<file path="config.mk">
export PLATFORM = sky130hd
export DESIGN_NAME = prio_vec_intc
export DESIGN_NICKNAME = d
export VERILOG_FILES = /design/src/rtl/intc_pkg.sv /design/src/rtl/intc_pend_gen.sv /design/src/rtl/intc_arb_tree.sv /design/src/rtl/prio_vec_intc.sv
export SDC_FILE = /design/constraint.sdc
export NUM_CORES = 1
export LEC_CHECK = 0
export ABC_AREA = 1
export BUFFER_PORTS_ARGS = -buffer_cell sky130_fd_sc_hd__buf_2
export CAP_MARGIN = 30
export CORE_AREA = 3 3 262 264
export CTS_BUF_LIST = sky130_fd_sc_hd__clkbuf_4
export CTS_CLUSTER_DIAMETER = 150
export DETAILED_ROUTE_END_ITERATION = 12
export DIE_AREA = 0 0 265 267
export REMOVE_ABC_BUFFERS = 1
export SLEW_MARGIN = 10
export SYNTH_ARGS = -nofsm -noshare
export SYNTH_HDL_FRONTEND = slang
export SYNTH_SLANG_ARGS = --single-unit
export TNS_END_PERCENT = 20
</file>
<file path="constraint.sdc">
create_clock -name clk -period 1.3 [get_ports clk]
set_input_delay 0.13 -clock clk [delete_from_list [all_inputs] [get_ports clk]]
set_output_delay 0.13 -clock clk [all_outputs]
set_load 0.05 [all_outputs]
</file>
<file path="src/rtl/intc_pkg.sv">
package intc_pkg;
  localparam int VEC_W = 16;

  typedef struct packed {
    logic             valid;
    logic [3:0]       prio;
    logic [VEC_W-1:0] idx;
  } cand_t;

  // Left operand always carries the lower source numbers.
  function automatic cand_t pick(input cand_t lo, input cand_t hi);
    if (lo.valid && (!hi.valid || lo.prio >= hi.prio)) return lo;
    return hi;
  endfunction
endpackage

</file>
<file path="src/rtl/intc_pend_gen.sv">
module intc_pend_gen #(
  parameter int NUM_SRC = 64
) (
  input  logic [NUM_SRC-1:0] src_i,
  input  logic [NUM_SRC-1:0] en_i,
  input  logic [NUM_SRC-1:0] fast_sel_i,
  input  logic [NUM_SRC-1:0] force_i,
  output logic [NUM_SRC-1:0] norm_pend_o,
  output logic [NUM_SRC-1:0] fast_pend_o
);
  for (genvar i = 0; i < NUM_SRC; i++) begin : g_src
    logic live;
    assign live           = (src_i[i] | force_i[i]) & en_i[i];
    assign norm_pend_o[i] = live & ~fast_sel_i[i];
    assign fast_pend_o[i] = live &  fast_sel_i[i];
  end
endmodule

</file>
<file path="src/rtl/intc_arb_tree.sv">
module intc_arb_tree
  import intc_pkg::*;
#(
  parameter int NUM_SRC = 64,
  parameter int PRIO_W  = 4
) (
  input  logic [NUM_SRC-1:0]        req_i,
  input  logic [NUM_SRC*PRIO_W-1:0] prio_i,
  output cand_t                     win_o
);
  localparam int LVLS   = (NUM_SRC > 1) ? $clog2(NUM_SRC) : 0;
  localparam int LEAVES = 1 << LVLS;
  localparam int NODES  = 2 * LEAVES - 1;

  cand_t node [NODES];

  for (genvar l = 0; l < LEAVES; l++) begin : g_leaf
    if (l < NUM_SRC) begin : g_real
      assign node[LEAVES-1+l] = '{valid: req_i[l],
                                  prio:  4'(prio_i[l*PRIO_W +: PRIO_W]),
                                  idx:   VEC_W'(l)};
    end else begin : g_pad
      assign node[LEAVES-1+l] = '{valid: 1'b0, prio: 4'd0, idx: VEC_W'(l)};
    end
  end

  for (genvar n = 0; n < LEAVES - 1; n++) begin : g_node
    assign node[n] = pick(node[2*n+1], node[2*n+2]);
  end

  assign win_o = node[0];
endmodule

</file>
<file path="src/rtl/prio_vec_intc.sv">
module prio_vec_intc
  import intc_pkg::*;
#(
  parameter int NUM_SRC = 64,
  parameter int PRIO_W  = 4
) (
  input  logic                      clk,
  input  logic                      rst_n,
  input  logic [NUM_SRC-1:0]        src_i,
  input  logic [NUM_SRC-1:0]        en_i,
  input  logic [NUM_SRC-1:0]        fast_sel_i,
  input  logic [NUM_SRC-1:0]        force_i,
  input  logic [NUM_SRC*PRIO_W-1:0] prio_i,
  output logic                      fast_req_o,
  output logic                      norm_req_o,
  output logic [31:0]               vec_status_o,
  output logic [NUM_SRC-1:0]        norm_pend_o,
  output logic [NUM_SRC-1:0]        fast_pend_o
);
  localparam logic [31:0] IDLE_VEC = {16'hFFFF, 16'h0000};

  logic [NUM_SRC-1:0] norm_pend_d, fast_pend_d;
  cand_t              win;
  logic [31:0]        vec_d;

  intc_pend_gen #(.NUM_SRC(NUM_SRC)) u_pend (
    .src_i       (src_i),
    .en_i        (en_i),
    .fast_sel_i  (fast_sel_i),
    .force_i     (force_i),
    .norm_pend_o (norm_pend_d),
    .fast_pend_o (fast_pend_d)
  );

  intc_arb_tree #(.NUM_SRC(NUM_SRC), .PRIO_W(PRIO_W)) u_arb (
    .req_i  (norm_pend_d),
    .prio_i (prio_i),
    .win_o  (win)
  );

  always_comb begin
    vec_d = IDLE_VEC;
    if (win.valid) vec_d = {win.idx, 12'h000, win.prio};
  end

  always_ff @(posedge clk or negedge rst_n) begin
    if (!rst_n) begin
      norm_pend_o  <= '0;
      fast_pend_o  <= '0;
      fast_req_o   <= 1'b0;
      norm_req_o   <= 1'b0;
      vec_status_o <= IDLE_VEC;
    end else begin
      norm_pend_o  <= norm_pend_d;
      fast_pend_o  <= fast_pend_d;
      fast_req_o   <= |fast_pend_d;
      norm_req_o   <= win.valid;
      vec_status_o <= vec_d;
    end
  end
endmodule

</file>
==> results.py, run 1 <==
metrics = {
    "outcome": {
        "status": "finished, violations left",
        "violations": "negative setup slack",
    },
    "global_routing": {
        "grt_pass1_vias": 26300,
        "overflow": 0,
        "grt_pass1_wl_mm": 134,
        "grt_max_degree": 41,
        "grt_antenna_before_repair": 15,
        "grt_usage": 0.242,
    },
    "placement": {
        "port_buffers": 663,
        "routabilityCongestion": 0.913,
        "placed_cell_area_um2": 29800,
        "place_inst": 5362,
        "dp_slack_ps": -6470,
        "dp_hpwl_mm": 68.7,
    },
    "critical_path": {
        "crit_top_cell": "buf_4",
        "critPathLaunchType": "input port",
        "critPathMaxStageDelay_ps": 260,
        "crit_family": "buffers and inverters",
        "critical_path_class": "in -> reg",
        "cp_max_fo": 5,
        "critPathSlowestCell": "ha_4",
        "cp.arrival_ps": 7280,
        "worst-path-buf-inv": 33,
        "required_ps": 1960,
        "end_kind": "register",
        "startpoint": "prio_i[103]",
    },
    "clock_tree": {
        "h-tree-depth": 4,
        "cts_buffer_depth": 2,
        "clkSlewWorstSetupHoldPaths_ps": 190,
        "cts_sinks": 141,
        "tritoncts": "yes",
        "root_buffer": "clkbuf_4",
        "cts_buffers": 17,
    },
    "timing": {
        "layout_worst_path_cycle_share": 5.10,
        "fin_crit_ps": 6620,
        "drv_slew": 0,
        "hold_violations": 0,
        "rsz0062_at_grt": "yes",
        "worst_slack_ps": -5320,
        "setup_viol": 166,
        "whs_ps": 122,
        "timing.fmax_mhz": 151,
    },
    "power_and_ir_drop": {
        "max-vdd-ir-drop_mv": 2.36,
        "p_leak_nw": 22.6,
        "powerDensity_nw_per_um2": 1200,
        "power.total_mw": 46.6,
    },
    "yosys": {
        "syn_inst": 2842,
        "synth_commonest_cells": "nand2_1, inv_1, nand3_1",
        "synthesis.area_um2": 18000,
        "synth_top_area_frac": 0.187,
        "synth.area.top_cells": "dfrtp_1, ha_1, nand2_1",
        "synthArstFlopShare": 1.00,
        "ys.flop_type": "dfrtp_1",
        "yosysTopAreaCell": "dfrtp_1",
        "ys_seq_elements": 141,
        "synth_edf_count": 0,
        "ys.warnings.count": 0,
        "ys_types": 41,
        "synth_most_common_cell": "nand2_1",
        "yosysSeqAreaShare": 0.197,
        "syn_avg_cell_area_um2": 6.32,
    },
    "hold_path": {
        "min-delay-start": "fast_sel_i[39]",
        "hold_path.class": "in -> reg",
    },
    "routing": {
        "top_layer": "met5",
        "via_per_inst": 4.53,
        "wl_met2_mm": 48.7,
        "wl_met1_mm": 36.2,
        "wl_met3_mm": 4.81,
        "drtIter0Drc": 1100,
        "antenna_left": 0,
        "post_drt_wl_per_cell_um": 16.0,
        "wl_mm": 94.0,
        "drc": 0,
        "via_count": 26700,
        "drtPass1Iterations": 5,
    },
    "floorplanning": {
        "rows": 95,
        "die_w_um": 265,
        "dieArea_um2": 70800,
        "ios": 676,
        "core_area_um2": 66800,
        "die_h_um": 267,
        "start_util": 0.269,
    },
    "cells_and_area": {
        "syn_to_final_growth_pct": 115,
        "instances_no_fill": 5888,
        "layout-drive-gt1-share": 0.550,
        "stdcell_area_um2": 38700,
        "finalNetCount": 5756,
    },
    "run": {
        "maxCapViolCount": 0,
    },
}
==> flip-flops by register name, summed over array words and instances, names as in the netlist <==
signal,flops
vec_status_o,11
fast_req_o,1
norm_req_o,1
norm_pend_o,64
fast_pend_o,64
==> what timing repair did <==
item,CTS,global route
cloned,0,0
setup endpoints to repair,162,164
hold buffers,169,5
resized for setup,592,544
setup buffers,261,65
pin swaps,293,220
hold endpoints to repair,269,6
==> power by group <==
group	leakage, nW	total, mW	switching [mW]	internal, mW
registers	1.82	5.39	0.362	5.03
clock network	0.162	3.62	2.40	1.22
logic	20.7	37.6	18.7	18.9
total	22.6	46.6	21.5	25.1
==> layout by cell type (no fill, tap or decap), drive strengths merged, types with 4 or more instances in the layout <==
master / n
o211ai: 10
nand2: 801
o21ai: 78
dfstp: 7
nor4: 16
conb: 12
dfrtp: 134
buf: 1979
dlygate4sd3: 160
o21bai: 21
a21oi: 26
diode: 12
ha: 252
clkbuf: 17
nand3: 396
nand3b: 78
a21o: 34
nand4: 15
and2: 75
nor2: 180
clkinv: 4
or2: 7
inv: 689
a21boi: 4
==> cells by family (layout without fill, tap and decap cells) <==
logic type / after synthesis / in the layout / share of synthesized area
other: 1 / 24 / 0.000209
AO/OA/AOI/OAI: 177 / 177 / 0.0641
buffers and inverters: 703 / 2853 / 0.152
flip-flops: 141 / 141 / 0.197
AND/OR/NAND/NOR: 1568 / 1568 / 0.411
adder cells (fa/ha/maj): 252 / 252 / 0.176
==> routing by layer <==
| metal | vias to the layer above | global-route usage |
|---|---|---|
| li1 | 13200 | - |
| met1 | 12400 | 0.265 |
| met2 | 824 | 0.452 |
| met3 | 228 | 0.0433 |
| met4 | 2 | 0.118 |
| met5 | - | 0 |
==> through the flow <==
stage	TNS, ps	util
finish	-82750	0.579
global route	-102550	0.579
detailed placement	-66870	0.446
global placement	-65390	0.446
floorplan	-67820	-
CTS	-98410	0.542
==> worst min-delay path, cell delays in order <==
cell     delay (ps)
buf_2            70
inv_1            40
nor2_1          170
nor4_2           90
buf_4           140
nand4_1         120
nor2_1           50
nand2_1          50
==> final timing paths <==
path | to | slack [ps] | cells after the start
min | fast_req_o | 120 | 8
max | vec_status_o[17] | -5320 | 57
max in group asynchronous | norm_pend_o[8] | 270 | 6
min in group asynchronous | fast_pend_o[47] | 470 | 4
==> cell type report <==
| type | instances | area [µm²] |
|---|---|---|
| well taps | 873 | 1090 |
| inverters | 681 | 2610 |
| clock buffers | 17 | 128 |
| flip-flops and latches | 141 | 3540 |
| multi-input cells | 2009 | 15200 |
| diodes | 12 | 30.0 |
| clock inverters | 15 | 175 |
| repair buffers | 2140 | 15900 |
| fillers | 5723 | 28100 |
(Power assumes the default switching activity.)
==> run 2, diff against run 1 <==
--- a/config.mk
+++ b/config.mk
@@ -8,11 +8,14 @@
 export ABC_AREA = 1
 export BUFFER_PORTS_ARGS = -buffer_cell sky130_fd_sc_hd__buf_2
 export CAP_MARGIN = 30
-export CORE_AREA = 3 3 262 264
+export CELL_PAD_IN_SITES_DETAIL_PLACEMENT = 2
+export CELL_PAD_IN_SITES_GLOBAL_PLACEMENT = 2
+export CORE_AREA = 2 2 264 266
 export CTS_BUF_LIST = sky130_fd_sc_hd__clkbuf_4
 export CTS_CLUSTER_DIAMETER = 150
 export DETAILED_ROUTE_END_ITERATION = 12
-export DIE_AREA = 0 0 265 267
+export DIE_AREA = 0 0 266 268
+export PLACE_DENSITY_LB_ADDON = 0.1
 export REMOVE_ABC_BUFFERS = 1
 export SLEW_MARGIN = 10
 export SYNTH_ARGS = -nofsm -noshare
==> run 2 against run 1 <==
  * Area after synthesis stayed put
  * Synthesized cell count stayed put
  * The run now fails in clock tree synthesis
==> results.py, run 2 <==
metrics = {
    "outcome": {
        "status": "stopped before the end",
        "lastStage": "clock tree synthesis",
        "error_line": "[ERROR DPL-0033] detailed placement checks failed during check placement.",
    },
    "clock_tree": {
        "h-tree-depth": 4,
        "cts_buffer_depth": 2,
        "postCtsSetupBuffers": 249,
        "root_buffer": "clkbuf_4",
        "post_cts_resized": 1044,
        "cts_buffers": 17,
        "cts_sinks": 141,
        "hold_buffers": 149,
    },
    "yosys": {
        "synth_top_area_frac": 0.187,
        "syn_inst": 2842,
        "ys.warnings.count": 0,
        "synthesis.area_um2": 18000,
        "synth.area.top_cells": "dfrtp_1, ha_1, nand2_1",
        "ys_types": 41,
        "synth_most_common_cell": "nand2_1",
        "yosysTopAreaCell": "dfrtp_1",
        "synth_edf_count": 0,
        "synthArstFlopShare": 1.00,
        "yosysSeqAreaShare": 0.197,
        "ys.flop_type": "dfrtp_1",
        "synth_commonest_cells": "nand2_1, inv_1, nand3_1",
        "ys_seq_elements": 141,
        "syn_avg_cell_area_um2": 6.32,
    },
    "floorplanning": {
        "rows": 96,
        "die_w_um": 266,
        "ios": 676,
        "start_util": 0.263,
        "die_h_um": 268,
    },
    "placement": {
        "dp_hpwl_mm": 94.3,
        "port_buffers": 663,
        "routabilityCongestion": 0.909,
        "placed_cell_area_um2": 30100,
    },
}
run 2: cell counts after synthesis:
No cell type changed its count.
run 2: logic make-up after synthesis:
family / count (synthesis) / synth area share
other cells: 1 / 0.000209
fa+ha+maj: 252 / 0.176
simple gates: 1568 / 0.411
buf+inv: 703 / 0.152
compound gates: 177 / 0.0641
flops: 141 / 0.197
run 2: per-stage QoR:
step / std cells / worst slack (ps)
3_3_place_gp: 5407 / -6280
2_1_floorplan: 2831 / -5880
3_5_place_dp: 5407 / -7070
==> run 3, diff against run 2 <==
--- a/config.mk
+++ b/config.mk
@@ -8,14 +8,10 @@
 export ABC_AREA = 1
 export BUFFER_PORTS_ARGS = -buffer_cell sky130_fd_sc_hd__buf_2
 export CAP_MARGIN = 30
-export CELL_PAD_IN_SITES_DETAIL_PLACEMENT = 2
-export CELL_PAD_IN_SITES_GLOBAL_PLACEMENT = 2
 export CORE_AREA = 2 2 264 266
-export CTS_BUF_LIST = sky130_fd_sc_hd__clkbuf_4
-export CTS_CLUSTER_DIAMETER = 150
 export DETAILED_ROUTE_END_ITERATION = 12
 export DIE_AREA = 0 0 266 268
-export PLACE_DENSITY_LB_ADDON = 0.1
+export PLACE_DENSITY_LB_ADDON = 0.15
 export REMOVE_ABC_BUFFERS = 1
 export SLEW_MARGIN = 10
 export SYNTH_ARGS = -nofsm -noshare
==> run 3 against run 2 <==
  * The flow now finishes, with violations (negative setup slack)
==> results.py, run 3 (synthesis gave the netlist of run 1 again) <==
metrics = {
    "outcome": {
        "status": "finished, violations left",
        "violations": "negative setup slack",
    },
    "timing": {
        "maxSlewHeadroom": 0.499,
        "hold_violations": 0,
        "timing.fmax_mhz": 150,
        "worst_slack_ps": -5370,
        "fin_crit_ps": 6670,
        "setup_tns_ps": -56660,
        "drv_slew": 0,
        "rsz0062_at_grt": "yes",
        "setup_viol": 30,
        "worstMarginPinSlew_ps": 749,
        "layout_worst_path_cycle_share": 5.13,
    },
    "floorplanning": {
        "die_h_um": 268,
        "core_area_um2": 68200,
        "die_w_um": 266,
        "dieArea_um2": 71300,
        "start_util": 0.263,
        "rows": 96,
        "ios": 676,
    },
    "critical_path": {
        "critPathLaunchType": "input port",
        "cp.arrival_ps": 7090,
        "end_kind": "register",
        "critPathSlowestCell": "o21ai_4",
        "cp_max_fo": 7,
        "critPathMaxStageDelay_ps": 270,
        "crit_top_cell": "buf_4",
        "critical_path_class": "in -> reg",
        "critPathCapture": "vec_status_o[17]",
        "startpoint": "prio_i[103]",
        "required_ps": 1720,
    },
    "cells_and_area": {
        "multi_input_area_um2": 15300,
        "ff_latch_area_um2": 3540,
        "fillers": 6613,
        "syn_to_final_growth_pct": 109,
        "finalNetCount": 5684,
        "layout_common_cells": "buf_4, nand2_1, buf_2",
        "layout_commonest_cell": "buf_4",
        "largestRegisters": "fast_pend_o (64), norm_pend_o (64), vec_status_o (11)",
        "layout-drive-gt1-share": 0.561,
    },
    "clock_tree": {
        "clkSlewWorstSetupHoldPaths_ps": 70,
        "h-tree-depth": 4,
        "cts_buffer_depth": 2,
        "cts_sinks": 141,
        "tritoncts": "yes",
        "cts_buffers": 17,
        "root_buffer": "clkbuf_16",
    },
    "global_routing": {
        "grt_max_degree": 30,
        "overflow": 0,
        "grt_antenna_before_repair": 3,
        "grt_pass1_wl_mm": 122,
        "grt_usage": 0.215,
        "grt_pass1_vias": 24700,
    },
    "routing": {
        "drtIter0Drc": 831,
        "wl_mm": 80.9,
        "via_per_inst": 4.28,
        "via_count": 24900,
        "post_drt_wl_per_cell_um": 13.9,
        "drc": 0,
        "drtPass1Iterations": 5,
        "antenna_left": 0,
    },
    "run": {
        "maxCapViolCount": 0,
    },
    "placement": {
        "port_buffers": 663,
        "routabilityCongestion": 0.885,
        "dp_slack_ps": -6550,
        "dp_hpwl_mm": 64.3,
    },
    "power_and_ir_drop": {
        "max-vdd-ir-drop_mv": 2.79,
        "p_leak_nw": 22.4,
        "powerDensity_nw_per_um2": 1270,
    },
    "hold_path": {
        "hold_depth": 4,
        "hold_path.class": "in -> reg",
    },
}
## run 3: power by group
group          switching [mW]  internal (mW)  leakage, nW
Sequential              0.298           5.02         1.82
Clock                    2.35           3.01        0.285
Combinational            18.1           19.0         20.3
## run 3: stage by stage
stage	util	instance area, µm²	hold slack [ps]	instances	total power, mW
after floorplan	-	17800	-166	2831	18.7
after global placement	0.442	30200	102	5426	30.7
after detailed placement	0.442	30200	98.3	5426	30.8
after CTS	0.513	35000	2.41	5737	43.4
after global routing	0.552	37600	35.2	5815	51.6
final	0.552	37600	31.2	5816	47.8
## run 3: how the worst min path moves through the flow
| stage | from | endpoint | slack (ps) |
|---|---|---|---|
| CTS | en_i[28] | fast_pend_o[28] | 2 |
| global placement | rst_n | fast_pend_o[24] | 100 |
| finish | en_i[28] | fast_pend_o[28] | 30 |
| global route | en_i[28] | fast_pend_o[28] | 40 |
| floorplan | rst_n | fast_pend_o[0] | -170 |
| detailed placement | rst_n | fast_pend_o[24] | 100 |
## run 3: area by class of cell
type                            count  share of cell area
Antenna cell                        4            0.000266
Clock buffer                       22              0.0129
Clock inverter                      9             0.00293
Inverter                          681              0.0691
Multi-Input combinational cell   2009               0.407
Sequential cell                   141              0.0940
Tap cell                          882              0.0293
Timing Repair Buffer             2068               0.384
## run 3: routing by layer
metal / up-vias / GRT usage / part of all wire
li1: 13000 / - / -
met1: 11300 / 0.258 / 0.43
met2: 536 / 0.400 / 0.51
met3: 98 / 0.0300 / 0.038
met4: 0 / 0.0597 / 0.021
met5: - / 0 / 0
## run 3: worst max-delay path, delay by kind of cell
kind	cells	cell delay (ps)
buf+inv	31	3670
simple gates	14	1790
compound gates	4	800
fa+ha+maj	3	670
## run 3: repair_timing
item                                    4_1_cts  5_1_grt
hold buffers                                 90        0
hold endpoints to repair                    212        0
setup buffers                               191       78
resized for setup                           443      462
endpoints found under the setup margin       34       31
pin swaps                                   261      284
